`config.mk`:
```
export PLATFORM = sky130hd
export DESIGN_NAME = pgx_top
export DESIGN_NICKNAME = d
export VERILOG_FILES = /design/src/rtl/pgx_pkg.sv /design/src/rtl/pgx_page_reg.sv /design/src/rtl/pgx_addr_map.sv /design/src/rtl/pgx_overlay_dec.sv /design/src/rtl/pgx_top.sv
export SDC_FILE = /design/constraint.sdc
export NUM_CORES = 1
export LEC_CHECK = 0
export ABC_AREA = 0
export BUFFER_PORTS_ARGS = -buffer_cell sky130_fd_sc_hd__buf_2
export CAP_MARGIN = 5
export CORE_MARGIN = 5
export CORE_UTILIZATION = 24
export CTS_BUF_LIST = sky130_fd_sc_hd__clkbuf_16
export DETAILED_ROUTE_END_ITERATION = 7
export PLACE_DENSITY = 0.74
export SLEW_MARGIN = 20
export SYNTH_ARGS = -nofsm -noshare
export SYNTH_HDL_FRONTEND = slang
export SYNTH_SLANG_ARGS = --single-unit
```
`constraint.sdc`:
```
create_clock -name clk -period 0.8 [get_ports clk]
set_input_delay 0.04 -clock clk [delete_from_list [all_inputs] [get_ports clk]]
set_output_delay 0.04 -clock clk [all_outputs]
set_load 0.005 [all_outputs]
```
`src/rtl/pgx_pkg.sv`:
```
package pgx_pkg;
    localparam int LADDR_W    = 16;
    localparam int PAGE_W     = 4;
    localparam int REGION_W   = 2;
    localparam int WIN_W      = LADDR_W - REGION_W;
    localparam int GADDR_W    = PAGE_W + WIN_W;
    localparam int PG_BUS_W   = 8;
    localparam int OVL_SPAN_W = 8;
    localparam int OVL_HI_W   = LADDR_W - OVL_SPAN_W;

    typedef logic [PAGE_W-1:0]  page_t;
    typedef logic [LADDR_W-1:0] laddr_t;

    typedef enum logic [REGION_W-1:0] {
        REG_LOW = 2'd0,
        REG_MID = 2'd1,
        REG_WIN = 2'd2,
        REG_TOP = 2'd3
    } region_e;

    localparam page_t TOP_PAGE   = '1;
    localparam page_t RESET_PAGE = TOP_PAGE - page_t'(1);
    localparam page_t MID_PAGE   = TOP_PAGE - page_t'(2);
    localparam page_t LOW_PAGE   = TOP_PAGE - page_t'(3);

    typedef struct packed {
        page_t              page;
        logic [WIN_W-1:0]   offset;
    } gaddr_t;

    typedef struct packed {
        logic dbg;
        logic norm;
    } sel_t;

    function automatic region_e region_of(laddr_t a);
        return region_e'(a[LADDR_W-1 -: REGION_W]);
    endfunction

    function automatic logic [OVL_HI_W-1:0] hi_of(laddr_t a);
        return a[LADDR_W-1 -: OVL_HI_W];
    endfunction
endpackage

```
`src/rtl/pgx_page_reg.sv`:
```
module pgx_page_reg
    import pgx_pkg::*;
(
    input  logic                clk,
    input  logic                rst,
    input  logic                wr_en,
    input  logic [PG_BUS_W-1:0] wr_data,
    output page_t               page_o,
    output logic [PG_BUS_W-1:0] rd_data
);
    page_t page_q;

    always_ff @(posedge clk) begin
        if (rst)
            page_q <= RESET_PAGE;
        else if (wr_en)
            page_q <= wr_data[PAGE_W-1:0];
    end

    assign page_o  = page_q;
    assign rd_data = {{(PG_BUS_W-PAGE_W){1'b0}}, page_q};

    // a write is visible exactly one cycle later
    p_page_load_r5: assert property (@(posedge clk) disable iff (rst)
        wr_en |=> (rd_data[PAGE_W-1:0] == $past(wr_data[PAGE_W-1:0])))
        else $error("p_page_load_r5");

    // without a write the page holds
    p_page_hold_r5: assert property (@(posedge clk) disable iff (rst)
        !wr_en |=> $stable(page_o))
        else $error("p_page_hold_r5");
endmodule

```
`src/rtl/pgx_addr_map.sv`:
```
module pgx_addr_map
    import pgx_pkg::*;
(
    input  laddr_t laddr,
    input  page_t  page,
    output gaddr_t gaddr
);
    region_e reg_q;
    page_t   sel_page;

    assign reg_q = region_of(laddr);

    always_comb begin
        unique case (reg_q)
            REG_LOW: sel_page = LOW_PAGE;
            REG_MID: sel_page = MID_PAGE;
            REG_WIN: sel_page = page;
            default: sel_page = TOP_PAGE;
        endcase
    end

    assign gaddr.page   = sel_page;
    assign gaddr.offset = laddr[WIN_W-1:0];
endmodule

```
`src/rtl/pgx_overlay_dec.sv`:
```
module pgx_overlay_dec
    import pgx_pkg::*;
(
    input  laddr_t laddr,
    input  page_t  page,
    input  logic   dbg_active,
    input  logic   dbg_cycle,
    input  logic   access,
    output logic   in_overlay,
    output sel_t   sel
);
    localparam logic [OVL_HI_W-1:0] TOP_HI   = '1;
    localparam logic [OVL_HI_W-1:0] ALIAS_HI =
        {REG_WIN, {(OVL_HI_W-REGION_W){1'b1}}};

    logic top_hit;
    logic alias_hit;

    assign top_hit    = (hi_of(laddr) == TOP_HI);
    assign alias_hit  = (hi_of(laddr) == ALIAS_HI) && (page == TOP_PAGE);
    assign in_overlay = dbg_active && (top_hit || alias_hit);

    assign sel.dbg  = access && in_overlay && dbg_cycle;
    assign sel.norm = access && !in_overlay;
endmodule

```
`src/rtl/pgx_top.sv`:
```
module pgx_top
    import pgx_pkg::*;
(
    input  logic                 clk,
    input  logic                 rst,
    input  logic [LADDR_W-1:0]   cpu_addr,
    input  logic                 rd_en,
    input  logic                 wr_en,
    input  logic                 pg_wr_en,
    input  logic [PG_BUS_W-1:0]  pg_wr_data,
    output logic [PG_BUS_W-1:0]  pg_rd_data,
    input  logic                 dbg_active,
    input  logic                 dbg_cycle,
    output logic [GADDR_W-1:0]   glb_addr,
    output logic                 dbg_sel,
    output logic                 norm_sel
);
    page_t  page;
    gaddr_t gaddr;
    sel_t   sel;
    logic   in_overlay;
    logic   access;

    assign access = rd_en || wr_en;

    pgx_page_reg u_page (
        .clk     (clk),
        .rst     (rst),
        .wr_en   (pg_wr_en),
        .wr_data (pg_wr_data),
        .page_o  (page),
        .rd_data (pg_rd_data)
    );

    pgx_addr_map u_map (
        .laddr (cpu_addr),
        .page  (page),
        .gaddr (gaddr)
    );

    pgx_overlay_dec u_ovl (
        .laddr      (cpu_addr),
        .page       (page),
        .dbg_active (dbg_active),
        .dbg_cycle  (dbg_cycle),
        .access     (access),
        .in_overlay (in_overlay),
        .sel        (sel)
    );

    assign glb_addr = gaddr;
    assign dbg_sel  = sel.dbg;
    assign norm_sel = sel.norm;

    // selects are exclusive
    p_sel_excl_r10: assert property (@(posedge clk) disable iff (rst)
        !(dbg_sel && norm_sel))
        else $error("p_sel_excl_r10");

    // no select without a strobe
    p_sel_strobe_r10: assert property (@(posedge clk) disable iff (rst)
        (dbg_sel || norm_sel) |-> (rd_en || wr_en))
        else $error("p_sel_strobe_r10");

    // debug select needs both the mode and the qualifier
    p_dbg_qual_r8: assert property (@(posedge clk) disable iff (rst)
        dbg_sel |-> (dbg_active && dbg_cycle))
        else $error("p_dbg_qual_r8");

    // outside debug mode every access is normal
    p_dbg_off_r9: assert property (@(posedge clk) disable iff (rst)
        (!dbg_active && (rd_en || wr_en)) |-> norm_sel)
        else $error("p_dbg_off_r9");

    // top quarter is always the fixed page
    p_top_fixed_r3: assert property (@(posedge clk) disable iff (rst)
        (cpu_addr[LADDR_W-1 -: REGION_W] == 2'b11) |->
            (glb_addr[GADDR_W-1 -: PAGE_W] == TOP_PAGE))
        else $error("p_top_fixed_r3");

    // window page follows the readable page register
    p_window_page_r2: assert property (@(posedge clk) disable iff (rst)
        (cpu_addr[LADDR_W-1 -: REGION_W] == 2'b10) |->
            (glb_addr[GADDR_W-1 -: PAGE_W] == pg_rd_data[PAGE_W-1:0]))
        else $error("p_window_page_r2");
endmodule

```
Word-level counts from Yosys, hierarchy flattened --
Index checks and enable logic that the tools add are counted. W data, S select, Z words.
Cells by class: bitwise operators 0, $mul 0, div/mod/pow operators 0, reductions and logical operators 9, muxes and demuxes 1, eq/ne operators 5, add/subtract/negate cells 0, shifts and indexed selects 0, order comparisons 0
Operator list (count):
- $eq A8 B8 Y1 const B | 2
- $pmux W4 S3 | 1
- $logic_and A1 B1 Y1 | 5
- $eq A4 B4 Y1 const B | 1
- $eq A2 B1 Y1 const B | 1
- $eq A2 B2 Y1 const B | 1
- $logic_not A2 Y1 | 1
- $logic_or A1 B1 Y1 | 2
- $logic_not A1 Y1 | 1
Word-level totals: RAM bits 0, logic and storage cells 16, output and inout port bits 28, bits of input ports 31, bits in latches 0, register bits 4, memories kept 0, ROM bits 0

Logic depth before layout (Yosys ltp) --
depth in word-level cells 6, depth in mapped cells 2, gate-level depth less buffers 2

By module --
From an unflattened synthesis, not the netlist that was laid out.
Unflattened totals: cells, all modules 47, area, all modules 412.9 um^2
By module, submodules not included:
- pgx_page_reg | seq. area each 80.1 um^2, cells each 21, area each 202.7 um^2, times used 1
- pgx_addr_map | seq. area each 0.0 um^2, cells each 18, area each 138.9 um^2, times used 1
- pgx_overlay_dec | seq. area each 0.0 um^2, cells each 7, area each 65.1 um^2, times used 1
- pgx_top | seq. area each 0.0 um^2, cells each 1, area each 6.3 um^2, times used 1

Worst setup path before layout --
OpenSTA, ideal clock, no wires.
path kind register to output, start point register u_page.page_q[2], in the netlist u_page.page_o[2], end point output norm_sel, arrival time 0.789 ns, cell stages (with the launch flop) 3, data required time 0.760 ns, path slack -0.029 ns, path buffers 0, path through dfxtp_1 > a41oi_1 > o32a_1
On the way: longest elaborated chain between the ends 6
Ends and longest elaborated chain:
- from (decl) | RTL line pgx_page_reg.sv:11 | page_t page_q;
- from (signal assigned) | RTL line pgx_page_reg.sv:17 | page_q <= wr_data[PAGE_W-1:0];
- $eq A4 B4 Y1 | RTL line pgx_overlay_dec.sv:20 | assign alias_hit = (hi_of(laddr) == ALIAS_HI) && (page == TOP_PAGE);
- $logic_and A1 B1 Y1 | RTL line pgx_overlay_dec.sv:20
- $logic_or A1 B1 Y1 | RTL line pgx_overlay_dec.sv:21 | assign in_overlay = dbg_active && (top_hit || alias_hit);
- $logic_and A1 B1 Y1 | RTL line pgx_overlay_dec.sv:21
- $logic_not A1 Y1 | RTL line pgx_overlay_dec.sv:24 | assign sel.norm = access && !in_overlay;
- $logic_and A1 B1 Y1 | RTL line pgx_overlay_dec.sv:24
- to (decl) | RTL line pgx_top.sv:16 | output logic norm_sel
Every way passes these cells.

Final worst setup path --
start point register u_page.page_q[3], in the netlist u_page.page_o[3], end point output norm_sel
The elaborated chain is that of the path after synthesis.

==> flow_summary.ini <==
[power_and_ir_drop]
totalPowerFinal_mw = 1.23
netSwitchingPower_mw = 0.240
p_per_area_nw_per_um2 = 2040
p_int_mw = 0.987
sw_frac_of_total_pct = 19.6
clkPwrFrac_pct = 63.8
leakagePower_nw = 0.303
pwr-share-seq_pct = 18.8
p_comb_share_pct = 17.4
vdd_drop_max_v = 0.000692

[logic_synthesis]
yosys.area_share.simple_pct = 16.6
synth_top_family_by_area = buffers and inverters
yosysWarnings = 0
synthXorXnorAreaFrac_pct = 0
synth_area_per_cell_um2 = 8.64
ys_seq_area_share_pct = 22.6
synth-compound-area-share_pct = 18.7
ys_ff_latch = 4
synth_cells = 41
synth_adder_area_share_pct = 0
yosysUniqueCellTypes = 15
muxShareOfSynthArea_pct = 2.83
syn-cell-area_um2 = 354

[detailed_routing]
ant_nets = 0
first_iter_violations = 3
wl_per_cell_um = 13.1
vias = 391
drc = 0
firstDrtPassIters = 3
via_per_inst = 4.65
wl_um = 1100

[clock_tree]
clk_pin_slew_worst_paths_ns = 0.03
clk_latency_ns = 0.22
cts-htree-levels = 1
clockRootBuffer = clkbuf_16
cts_tree = built
cts_sinks = 4
cts_buffer_depth = 2
cts_buffers = 3

[worst_setup_path]
max_stage_delay_ns = 0.34
arrival_ns = 1.12
critPathSlowestCell = dfxtp_2
cp_num_buf_inv = 1
critPathLaunchType = flop
crit_required_ns = 0.76
cp_top_family = compound AO/OA/AOI/OAI gates
path_max_fanout = 3
end_kind = output port
critPathKind = reg2out
path_cells = a41oi_2 -> o32a_1 -> buf_2

[placed_design]
hpwlAfterDp_um = 867
dpl.cell_count = 79
portBuffers = 34
post_dp_cell_area_um2 = 468
place_ws_ns = -0.139
gp_congestion = 0.762

[timing]
maxSlewViolCount = 0
rsz0062_at_grt = true
hold_viol_final = 0
final.setup_skew_ns = 0
fmax_mhz = 859
min_period_ns = 1.16
period_share_pct = 146
holdWs_ns = 0.0202
fin_ws_ns = -0.365
setup_violations = 11

[die]
die_x_um = 48.4
start_util_pct = 26.2
die_h_um = 48.4
rows = 13
dieArea_um2 = 2340
core_um2 = 1350
io_pins = 59

[status]
status = finished, violations left
violations = setup timing

[hold_path]
hp-class = in2reg

[final_layout]
nets = 102
diodes = 0
multi_input_area_um2 = 178
fin_area_um2 = 601
layout.cells.non_filler = 84
num-fill-cells = 130
largest_reg_flops = 4
seqCellArea_um2 = 85.1
area_growth_pct = 69.6
layout-drive-gt1-share_pct = 73.9

[global_routing]
grt-ovfl-total = 0
grt_pass1_wl_um = 1610
grt_usage_pct = 9.10
grt_pass1_vias = 361
antenna_found_initial = 0
grt_max_degree = 8

[run]
drv_cap = 0
## through the flow
stage / util (%) / TNS (ns)
2_1_floorplan: - / -0.0111
3_3_place_gp: 34.7 / -0.380
3_5_place_dp: 34.7 / -0.451
4_1_cts: 41.7 / -2.13
5_1_grt: 44.5 / -2.29
6_report: 44.5 / -1.99
## cells by family (layout without fill, tap and decap cells)
family | after synthesis | after routing
compound gates | 8 | 8
buf+inv | 18 | 43
flops | 4 | 4
mux | 1 | 1
other cells | 1 | 4
simple gates | 9 | 9
## layout make-up
| type | instances | share of cell area (%) |
|---|---|---|
| sequential | 4 | 14.2 |
| clock buffer | 3 | 12.5 |
| multi-input combinational | 22 | 29.6 |
| timing repair buffer | 40 | 40.6 |
| tap | 15 | 3.13 |
## worst register-to-register path: cells and delay by family (launching register included)
family	cells	cell delay, ns
AOI/OAI and AO/OA	1	0.23
DFF	1	0.32
and+or+nand+nor	1	0.12
buffers and inverters	2	0.25
## power by group through the flow
stage / combinational, mW / clock, mW / sequential, mW
after floorplan: 0.119 / 0 / 0.234
after global placement: 0.173 / 0 / 0.230
after detailed placement: 0.175 / 0 / 0.232
after CTS: 0.191 / 0.794 / 0.230
after global routing: 0.232 / 0.820 / 0.232
final: 0.214 / 0.783 / 0.231
## repair_timing
action                                 in CTS  in global routing
hold buffers                                0                  0
resized for setup                           2                  5
setup endpoints to repair                  10                 11
endpoints found under the hold margin       0                  0
setup buffers                               1                  1
pin swaps                                   2                  2
## metal layers
metal	up-vias	track usage, %	wire length [um]
met5	-	0	0
li1	182	-	-
met3	2	8.87	246
met2	38	13.3	472
met1	169	7.31	359
met4	0	6.91	25
## final timing paths
check	from	slack, ns	cells after the start	endpoint
setup / recovery	u_page.page_o[3]	-0.36	3	norm_sel
hold / removal	rst	0.02	2	u_page.page_o[0]
setup reg to reg	u_page.page_o[3]	-0.24	4	u_page.page_o[3]
hold reg to reg	u_page.page_o[1]	0.59	2	u_page.page_o[1]
## cell usage after synthesis, drive strengths merged
| master | number | area share (%) |
|---|---|---|
| a211o | 3 | 7.4 |
| mux2i | 1 | 2.8 |
| a21o | 1 | 2.5 |
| conb | 1 | 1.1 |
| dfxtp | 4 | 23 |
| o32a | 1 | 2.8 |
| nor2b | 3 | 5.3 |
| nor4 | 1 | 1.8 |
| or3b | 2 | 4.9 |
| nor2 | 1 | 1.1 |
| o21a | 1 | 2.1 |
| a41oi | 1 | 2.5 |
| buf | 18 | 38 |
| nand4 | 2 | 3.5 |
| o21ai | 1 | 1.4 |
## placed cells by master (no fill, tap or decap)
cell / Yosys / layout
mux2i_1: 1 / 1
buf_4: 18 / 5
nor2b_4: 0 / 1
nor4_2: 0 / 1
clkbuf_16: 0 / 3
nor2b_1: 3 / 2
buf_6: 0 / 5
o32a_1: 1 / 1
dfxtp_2: 0 / 4
o21ai_0: 1 / 1
or3b_1: 2 / 2
conb_1: 1 / 4
buf_2: 0 / 30
nand4_1: 2 / 2
nor2_1: 1 / 1
a41oi_2: 0 / 1
a21o_4: 0 / 1
a211o_1: 3 / 3
o21a_1: 1 / 1
No activity file was read; power rests on OpenSTA's default activity.
